--- src/rtl/tbp_pkg.sv ---
package tbp_pkg;

    typedef enum logic [1:0] {
        RES_NONE = 2'd0,
        RES_OK   = 2'd1,
        RES_ERR  = 2'd2,
        RES_TMO  = 2'd3
    } res_e;

    typedef enum logic [2:0] {
        ST_IDLE    = 3'd0,
        ST_WAIT_RB = 3'd1,
        ST_STEP    = 3'd2,
        ST_RD_ON   = 3'd3,
        ST_RD_OFF  = 3'd4,
        ST_JUDGE   = 3'd5,
        ST_FINISH  = 3'd6
    } st_e;

endpackage

--- src/rtl/tbp_tick_timer.sv ---
module tbp_tick_timer #(
    parameter int TW = 32
) (
    input  logic          clk,
    input  logic          rst_n,
    input  logic          clear,
    input  logic          run,
    input  logic [TW-1:0] limit,
    output logic          expired
);
    localparam logic [TW-1:0] NEVER = {TW{1'b1}};

    logic [TW-1:0] ticks_q;

    // saturating count of cycles since the accepted start
    always_ff @(posedge clk or negedge rst_n) begin
        if (!rst_n) begin
            ticks_q <= '0;
        end else if (clear) begin
            ticks_q <= '0;
        end else if (run && ticks_q != NEVER) begin
            ticks_q <= ticks_q + 1'b1;
        end
    end

    always_comb begin
        if (limit == '0) begin
            expired = 1'b1;
        end else if (limit == NEVER) begin
            expired = 1'b0;
        end else begin
            expired = (ticks_q > limit);
        end
    end

endmodule

--- src/rtl/tbp_rb_wait.sv ---
module tbp_rb_wait #(
    parameter int USE_RB  = 1,
    parameter int RB_WAIT = 16
) (
    input  logic clk,
    input  logic rst_n,
    input  logic active,
    input  logic rdy_i,
    output logic go
);
    localparam int CW = $clog2(RB_WAIT + 1);

    generate
        if (USE_RB != 0) begin : g_pin
            logic [CW-1:0] wait_q;

            always_ff @(posedge clk or negedge rst_n) begin
                if (!rst_n) begin
                    wait_q <= '0;
                end else if (!active) begin
                    wait_q <= '0;
                end else if (wait_q != CW'(RB_WAIT)) begin
                    wait_q <= wait_q + 1'b1;
                end
            end

            assign go = rdy_i || (wait_q == CW'(RB_WAIT));
        end else begin : g_nopin
            logic unused_rb;
            assign unused_rb = clk ^ rst_n ^ active ^ rdy_i;
            assign go = 1'b1;
        end
    endgenerate

endmodule

--- src/rtl/tbp_poller.sv ---
module tbp_poller
    import tbp_pkg::*;
#(
    parameter int AW       = 24,
    parameter int DW       = 16,
    parameter int TW       = 32,
    parameter int RD_CYC   = 2,
    parameter int USE_RB   = 1,
    parameter int RB_WAIT  = 16,
    parameter int TOG_BIT  = 6,
    parameter int FAIL_BIT = 5
) (
    input  logic          clk,
    input  logic          rst_n,
    input  logic          start,
    input  logic [AW-1:0] poll_addr,
    input  logic [TW-1:0] timeout,
    input  logic          rdy_i,
    input  logic [DW-1:0] rd_data,
    output logic [AW-1:0] mem_addr,
    output logic          mem_ce_n,
    output logic          mem_oe_n,
    output logic          done,
    output logic [1:0]    result
);
    localparam int RCW = $clog2(RD_CYC + 1);
    localparam logic [RCW-1:0] RD_LAST = RCW'(RD_CYC - 1);

    st_e            state_q, state_d;
    logic [AW-1:0]  addr_q;
    logic [TW-1:0]  limit_q;
    logic [RCW-1:0] rd_cnt_q;
    logic [1:0]     rd_idx_q;     // bit0: read within pair, bit1: confirming pair
    logic [1:0]     first_q;      // {toggle, fail} of first read in pair
    logic [1:0]     second_q;     // {toggle, fail} of second read in pair
    logic           expired_q;
    res_e           result_q;

    logic           accept;
    logic           tmr_expired;
    logic           rb_go;
    logic           toggled;
    logic           unused_rd;

    assign accept    = (state_q == ST_IDLE) && start;
    assign toggled   = first_q[1] ^ second_q[1];
    assign unused_rd = ^rd_data ^ second_q[0];

    tbp_tick_timer #(
        .TW (TW)
    ) timer_i (
        .clk     (clk),
        .rst_n   (rst_n),
        .clear   (accept),
        .run     (state_q != ST_IDLE),
        .limit   (limit_q),
        .expired (tmr_expired)
    );

    tbp_rb_wait #(
        .USE_RB  (USE_RB),
        .RB_WAIT (RB_WAIT)
    ) rbwait_i (
        .clk    (clk),
        .rst_n  (rst_n),
        .active (state_q == ST_WAIT_RB),
        .rdy_i  (rdy_i),
        .go     (rb_go)
    );

    // state register
    always_ff @(posedge clk or negedge rst_n) begin
        if (!rst_n) begin
            state_q <= ST_IDLE;
        end else begin
            state_q <= state_d;
        end
    end

    // next state
    always_comb begin
        state_d = state_q;
        unique case (state_q)
            ST_IDLE:    if (start) state_d = ST_WAIT_RB;
            ST_WAIT_RB: if (rb_go) state_d = ST_STEP;
            ST_STEP:    state_d = ST_RD_ON;
            ST_RD_ON:   if (rd_cnt_q == RD_LAST) state_d = ST_RD_OFF;
            ST_RD_OFF:  state_d = rd_idx_q[0] ? ST_JUDGE : ST_RD_ON;
            ST_JUDGE: begin
                if (!toggled) begin
                    state_d = ST_FINISH;
                end else if (rd_idx_q[1]) begin
                    state_d = ST_FINISH;
                end else if (expired_q) begin
                    state_d = ST_FINISH;
                end else if (first_q[0]) begin
                    state_d = ST_RD_ON;
                end else begin
                    state_d = ST_STEP;
                end
            end
            ST_FINISH:  state_d = ST_IDLE;
            default:    state_d = ST_IDLE;
        endcase
    end

    // datapath registers
    always_ff @(posedge clk or negedge rst_n) begin
        if (!rst_n) begin
            addr_q    <= '0;
            limit_q   <= '0;
            rd_cnt_q  <= '0;
            rd_idx_q  <= '0;
            first_q   <= '0;
            second_q  <= '0;
            expired_q <= 1'b0;
            result_q  <= RES_NONE;
        end else begin
            unique case (state_q)
                ST_IDLE: begin
                    if (start) begin
                        addr_q   <= poll_addr;
                        limit_q  <= timeout;
                        result_q <= RES_NONE;
                    end
                end
                ST_STEP: begin
                    expired_q <= tmr_expired;
                    rd_idx_q  <= 2'd0;
                    rd_cnt_q  <= '0;
                end
                ST_RD_ON: begin
                    rd_cnt_q <= rd_cnt_q + 1'b1;
                    if (rd_cnt_q == RD_LAST) begin
                        if (!rd_idx_q[0]) begin
                            first_q  <= {rd_data[TOG_BIT], rd_data[FAIL_BIT]};
                        end else begin
                            second_q <= {rd_data[TOG_BIT], rd_data[FAIL_BIT]};
                        end
                    end
                end
                ST_RD_OFF: begin
                    rd_cnt_q <= '0;
                    if (!rd_idx_q[0]) begin
                        rd_idx_q <= rd_idx_q + 2'd1;
                    end
                end
                ST_JUDGE: begin
                    if (!toggled) begin
                        result_q <= RES_OK;
                    end else if (rd_idx_q[1]) begin
                        result_q <= RES_ERR;
                    end else if (expired_q) begin
                        result_q <= RES_TMO;
                    end else if (first_q[0]) begin
                        rd_idx_q <= 2'd2;
                    end
                end
                default: ;
            endcase
        end
    end

    // outputs
    always_comb begin
        mem_ce_n = 1'b1;
        mem_oe_n = 1'b1;
        mem_addr = '0;
        done     = 1'b0;
        unique case (state_q)
            ST_STEP, ST_RD_OFF, ST_JUDGE: begin
                mem_ce_n = 1'b0;
                mem_addr = addr_q;
            end
            ST_RD_ON: begin
                mem_ce_n = 1'b0;
                mem_oe_n = 1'b0;
                mem_addr = addr_q;
            end
            ST_FINISH: done = 1'b1;
            default: ;
        endcase
    end

    assign result = result_q;

    AST_DONE_ONE_CYCLE: assert property (@(posedge clk) disable iff (!rst_n)
        done |=> !done);
    AST_RESULT_HELD: assert property (@(posedge clk) disable iff (!rst_n)
        (state_q == ST_IDLE && !start) |=> $stable(result));
    AST_DONE_HAS_RESULT: assert property (@(posedge clk) disable iff (!rst_n)
        done |-> (result != 2'd0));
    AST_OE_UNDER_CE: assert property (@(posedge clk) disable iff (!rst_n)
        !mem_oe_n |-> !mem_ce_n);
    AST_ADDR_STEADY: assert property (@(posedge clk) disable iff (!rst_n)
        (!mem_ce_n && $past(!mem_ce_n)) |-> $stable(mem_addr));
    AST_NO_READ_WAITING: assert property (@(posedge clk) disable iff (!rst_n)
        (state_q == ST_WAIT_RB && !rb_go) |=> mem_oe_n);
    AST_TMO_NEEDS_EXPIRY: assert property (@(posedge clk) disable iff (!rst_n)
        (done && result == 2'd3) |-> expired_q);

endmodule

--- config.mk ---
export PLATFORM = sky130hd
export DESIGN_NAME = tbp_poller
export DESIGN_NICKNAME = d
export VERILOG_FILES = /design/src/rtl/tbp_pkg.sv /design/src/rtl/tbp_tick_timer.sv /design/src/rtl/tbp_rb_wait.sv /design/src/rtl/tbp_poller.sv
export SDC_FILE = /design/constraint.sdc
export NUM_CORES = 1
export LEC_CHECK = 0
export ABC_AREA = 1
export BUFFER_PORTS_ARGS = -buffer_cell sky130_fd_sc_hd__buf_2
export CAP_MARGIN = 20
export CORE_UTILIZATION = 55
export CTS_CLUSTER_DIAMETER = 80
export DETAILED_ROUTE_END_ITERATION = 8
export GPL_ROUTABILITY_DRIVEN = 0
export PLACE_DENSITY_LB_ADDON = 0.2
export SLEW_MARGIN = 10
export SYNTH_ARGS = -nofsm -noshare
export SYNTH_HDL_FRONTEND = slang
export SYNTH_HIERARCHICAL = 1
export SYNTH_SLANG_ARGS = --single-unit
--- constraint.sdc ---
create_clock -name clk -period 2.1 [get_ports clk]
set_clock_uncertainty 0.15 [all_clocks]
set_input_delay 0.315 -clock clk [delete_from_list [all_inputs] [get_ports clk]]
set_output_delay 0.315 -clock clk [all_outputs]
set_load 0.01 [all_outputs]
* Word level (Yosys, flattened, before mapping)
Cells that the tools add are included.
Word-level totals: word-level logic and storage cells 90, output and inout bits 29, input bits 76, register bits 107
Cells by class: bitwise operators 2, add/sub/neg operators 4, order comparisons 1, mux-type cells 31, equality and inequality tests 21, reduce and logical (&&, ||, !) cells 19
Operator list (number):
- 32-bit 2-to-1 mux | 2
- 32-bit by 1-bit adder with 32-bit output, second input constant | 1
- 32-bit equality test, second input constant | 1
- 32-bit greater-than comparator | 1
- 32-bit logical NOT | 1
- 32-bit != test, second input constant | 1
- 24-bit 2-to-1 mux | 1
- 3-bit 2-to-1 mux | 7
- 2-bit 2-to-1 mux | 9
- 2-bit != test, second input constant | 9
- 3-bit case mux with 6 select lines | 1
- 3-bit AND reduction | 5
- 5-bit 2-to-1 mux | 2
- 3-bit equality test, second input constant | 3
- 2-bit case mux with 2 select lines | 2
- 3-bit by 2-bit equality test with 1-bit output, second input constant | 2
- 1-bit 2-to-1 mux | 6
- 2-bit case mux with 3 select lines | 1
- 2-bit nonzero test | 3
- 3-bit nonzero test | 2
- 5-bit by 1-bit adder with 5-bit output, second input constant | 1
- 5-bit equality test, second input constant | 1
- 5-bit != test, second input constant | 1
- 5-bit AND reduction | 1
- other kinds (12) | 14

* Longest topological paths before layout
depth in word-level cells 5, mapped depth 16, gate-level depth less buffers 16

* By module
The synthesis kept the hierarchy.
Modules (own cells, without submodules):
- tbp_tick_timer | cells an instance 507, times used 1, area an instance 3251.9 um^2, seq. area each 800.8 um^2
- tbp_poller | cells an instance 395, times used 1, area an instance 3161.8 um^2, seq. area each 1726.7 um^2
- tbp_rb_wait | cells an instance 37, times used 1, area an instance 290.3 um^2, seq. area each 125.1 um^2

* Worst setup path before layout
OpenSTA, ideal clock, no wires.
kind register -> register, start register timer_i.ticks_q[23], end register expired_q, stages on the path, launching flop included 12, required time 1.825 ns, setup slack 0.288 ns, library setup time 0.125 ns, arrival time 1.537 ns, path buffers 0, period minus slack after synthesis 1.812 ns, cell sequence dfrtp_1 ha_1 nand2_1 nor2_1 nand4_1 nor2_1 nand2_1 nand2_1 inv_1 nand2_1 nand2_1 mux2_2
Between the ends: word-level cells in the longest chain between the ends 3
Ends and longest elaborated chain:
- start: declaration | line tbp_tick_timer.sv:13 | logic [TW-1:0] ticks_q;
- start signal: assignment | line tbp_tick_timer.sv:22 | ticks_q <= ticks_q + 1'b1;
- 32-bit greater-than comparator | line tbp_tick_timer.sv:32 | expired = (ticks_q > limit);
- 1-bit 2-to-1 mux | line tbp_tick_timer.sv:29 | end else if (limit == NEVER) begin
- 1-bit 2-to-1 mux | line tbp_tick_timer.sv:27 | if (limit == '0) begin
- net tmr_expired | line tbp_poller.sv:40 | logic tmr_expired;
- end signal: assignment | line tbp_poller.sv:128 | expired_q <= tmr_expired;
- end: declaration | line tbp_poller.sv:36 | logic expired_q;
The timed path passes the listed nets, and every way through them passes these cells. A chain may end at the register's enable or synchronous reset.

* Final worst setup path
start register state_q[0], end output port mem_addr[9]
Between the ends: word-level cells in the longest chain between the ends 3, elaborated cells between the ends (all ways) 6, those cells by class eq/ne (4); mux (1); reduce/logical (1)
Ends and longest elaborated chain:
- start: declaration | line tbp_poller.sv:29 | st_e state_q, state_d;
- start signal: assignment | line tbp_poller.sv:76 | state_q <= state_d;
- 3-bit equality test or 3-bit by 2-bit equality test with 1-bit output (tied branches) | line tbp_poller.sv:170 | unique case (state_q)
- 4-bit OR reduction (no line) *
- 24-bit 2-to-1 mux * | line tbp_poller.sv:170
- end: declaration | line tbp_poller.sv:20 | output logic [AW-1:0] mem_addr,
Every way passes the cells marked *; elsewhere a longest branch is shown, timed or not.

==> reports/results.md <==
* finished with violations — status
* negative hold slack, negative setup slack — violated checks
* 106 — clk sink count
* 112.4 um — width of the chip
* 0 — max-capacitance violation count
* 0 — number of antenna-violating nets in the routed design
* 6143 — number of global-route vias before repair
* 0.08192 ns — pre-CTS worst setup slack
* 1051 — post-synthesis net count
* 107.8% — final period utilization
* 5.200 — via-per-instance ratio
* 1 — final hold viol count
* 39.57% — top-area cell type share of the netlist area
* sky130_fd_sc_hd__dfrtp_1 40%, sky130_fd_sc_hd__nand2_1 22%, sky130_fd_sc_hd__ha_1 6.7% — Synth area leaders
* 6495 — total via count in the routed design
* true — RSZ-0062 raised after global routing
* 9 — number of buffers inserted during clock tree synthesis
* 5 — length of the first detailed-routing pass in iterations
* 60.25% — Slew Limit Headroom
* 1249 — number of non-filler instances in the completed layout
* 7.139 um^2 — average size of a mapped cell
* 1.63 ns — worst endpoint required time
* 106 — number of register bits inferred by synthesis
* sky130_fd_sc_hd__clkbuf_16 — clk root buf
* 60 — maximum number of pins on one net before global-route repair
* 57.48% — Starting Density
* 2.263 ns — final period demand of the worst path
* done — clock tree from TritonCTS
* 441.9 MHz — maximum clock rate
* -0.1632 ns — worst setup margin
* input pin to register — worst min-delay path category
* 939 — count of mapped cells out of synthesis
* 22.24% — share of post-route cells with drive strength above 1
* 855 um — sum of met3 wire segment lengths after detailed routing
* 0 — number of antenna repair diodes
* 11660 um^2 — area of the core
* 1214 — Layout Nets
* register to output port — Worst Setup Path Type
* 29.20% — Global Route Usage Sum
* 0.0009063 V — largest voltage drop on the vdd net
* 4.692 nW — leakage component of the power
* 0.5962 ns — Worst-Margin Slew
* 401 — DR iter-0 viols
* 0 — overflow left after global routing
* 11450 um — estimated wirelength of the detail-placed design
* 0.37 ns — clock latency at the later pin of the worst-skew pair
* 12630 um^2 — die area
* 0.07 ns — clock transition at the registers of the reported paths
* 24 — setup-violating endpoint count in the final report
* output port — Critical Path Sink Type
* 112.4 um — Die Y
* 39.57% — part of the Yosys area used for sequential elements
* 39 — standard-cell rows
* 7956 um — detailed-route wire length on metal 1
* 9118 um — met2 wire length
* 3 — total number of H-tree levels
* sky130_fd_sc_hd__dfrtp_1 — largest area contributor in the netlist
* 105 — io pins
* 14.60 um — routed len/inst
* register — type of origin of the critical path
* 28840 um — wire length of the first global-routing pass
* 2 — clk buf depth
* 18240 um — total wire length after detailed routing
* 6 — yosys synthesis warning count
* 90 — port buffer count
* 1.80 ns — arrival time of the worst setup path
* -0.002922 ns — worst hold slack across all endpoints
* 36 — number of different library cells in the post-synthesis netlist
* 1177 — Placed Cells
* 6704 um^2 — synthesized area
* 0 — initial antenna violation count
* 26.80% — layout overhead on the synthesized area
* 0 — DRC Markers
* met4 — uppermost layer routed
* 0 — Pins Over Slew Limit
* 10.68 mW — Final Power
* 1257 nW/um^2 — power density relative to cell area
* 8 — maximum fanout encountered on the critical timing path
synthesized netlist by cell type, drive strengths merged:
master	count
nor4	2
ha	36
a31oi	1
nor2	80
inv	123
o21a	1
mux2	1
nand2	417
o21ai	23
clkbuf	6
a21oi	14
xor2	9
dfrtp	106
a21o	1
nand3	53
nor3	13
nand4	28
or2	1
nor3b	2
xnor2	6
clkinv	1
buf	15
placed cells by master, fill, tap and decap left out, types with 5 or more instances in the layout:
cell,n
sky130_fd_sc_hd__a21oi_1,12
sky130_fd_sc_hd__buf_12,6
sky130_fd_sc_hd__buf_2,70
sky130_fd_sc_hd__buf_4,39
sky130_fd_sc_hd__buf_6,20
sky130_fd_sc_hd__clkbuf_16,9
sky130_fd_sc_hd__dfrtp_1,100
sky130_fd_sc_hd__dfrtp_2,6
sky130_fd_sc_hd__dlygate4sd3_1,38
sky130_fd_sc_hd__ha_1,36
sky130_fd_sc_hd__inv_1,94
sky130_fd_sc_hd__inv_2,27
sky130_fd_sc_hd__nand2_1,387
sky130_fd_sc_hd__nand2_2,11
sky130_fd_sc_hd__nand2_4,19
sky130_fd_sc_hd__nand3_1,50
sky130_fd_sc_hd__nand4_1,28
sky130_fd_sc_hd__nor2_1,66
sky130_fd_sc_hd__nor2_2,8
sky130_fd_sc_hd__nor2_4,6
sky130_fd_sc_hd__nor3_1,9
sky130_fd_sc_hd__o21ai_0,9
sky130_fd_sc_hd__o21ai_1,9
sky130_fd_sc_hd__o21ai_2,5
sky130_fd_sc_hd__xnor2_1,6
sky130_fd_sc_hd__xor2_1,9
cell families (layout without fill, tap and decap cells):
family                     after synthesis  count (layout)  synth area share (%)
xor gates and xnor gates                15              15                 1.960
muxes                                    1               1                0.1680
adders and majority gates               36              36                 6.719
buffers and inverters                  145             312                 9.612
and+or+nand+nor                        596             596                 38.62
DFF                                    106             106                 39.57
AOI/OAI and AO/OA                       40              40                 3.360
layer usage:
metal / up-vias / track usage [%]
li1: 3236 / -
met1: 3053 / 36.59
met2: 180 / 50.68
met3: 26 / 5.832
met4: 0 / 9.600
met5: - / 0
sequential cells by signal, summed over array words and instances (netlist names):
signal / count
second_q: 1
limit_q: 32
expired_q: 1
rbwait_i/g_pin.wait_q: 5
rd_idx_q: 2
rd_cnt_q: 2
result: 2
timer_i/ticks_q: 32
first_q: 2
addr_q: 24
state_q: 3
metrics by stage:
step,setup TNS (ns),cell area (um^2),utilization (%)
after CTS,-1.763,8352,71.61
after global placement,0,7407,63.51
final,-2.183,8501,72.89
after floorplan,0,6704,-
after global routing,-3.784,8501,72.89
after detailed placement,0,7407,63.51
worst max-delay path, stage by stage, from the launching register on:
cell and delay [ns]:
sky130_fd_sc_hd__dfrtp_2 0.46, sky130_fd_sc_hd__buf_6 0.15, sky130_fd_sc_hd__nand2_4 0.07, sky130_fd_sc_hd__nor2_4 0.04
sky130_fd_sc_hd__nor2_4 0.12, sky130_fd_sc_hd__nand2_4 0.10, sky130_fd_sc_hd__buf_12 0.14, sky130_fd_sc_hd__buf_12 0.14
sky130_fd_sc_hd__nand2_2 0.07, sky130_fd_sc_hd__inv_2 0.04, sky130_fd_sc_hd__buf_6 0.11
power breakdown:
part	switching, mW	internal (mW)	leakage, nW	total [mW]
Clock	0.814	0.963	0.150	1.78
Sequential	0.666	2.74	1.37	3.41
Combinational	3.26	2.24	3.18	5.49
Total	4.74	5.94	4.69	10.7
cell type report:
class	count	area, um^2
Timing Repair Buffer	173	1369
Clock inverter	5	61.31
Inverter	124	478.0
Sequential cell	106	2660
Tap cell	143	178.9
Multi-Input combinational cell	688	3515
Clock buffer	10	239.0
Fill cell	883	3162
what timing repair did:
action / in CTS / in global routing
setup endpoints to repair: 25 / 44
cloned: 1 / 0
endpoints found under the hold margin: 66 / 0
hold buffers: 38 / 0
pin swaps: 5 / 3
buffers inserted: 12 / 7
gates resized for setup: 24 / 32
final timing paths:
| path | startpoint | endpoint | slack, ns | cells past startpoint |
|---|---|---|---|---|
| worst max-delay path | state_q[0]$_DFFE_PN0P_ | mem_addr[9] | -0.16 | 10 |
| worst min-delay path | poll_addr[11] | addr_q[11]$_DFFE_PN0P_ | -0.003 | 3 |
| worst max register to register | timer_i/ticks_q[15]$_DFFE_PN0P_ | expired_q$_DFFE_PN0P_ | 0.08 | 11 |
| worst min register to register | addr_q[1]$_DFFE_PN0P_ | addr_q[1]$_DFFE_PN0P_ | 0.34 | 2 |
| max in group asynchronous | rst_n | limit_q[14]$_DFFE_PN0P_ | 0.93 | 3 |
| min in group asynchronous | rst_n | rbwait_i/g_pin.wait_q[2]$_DFFE_PN0P_ | 0.28 | 2 |
(Power assumes the default switching activity.)
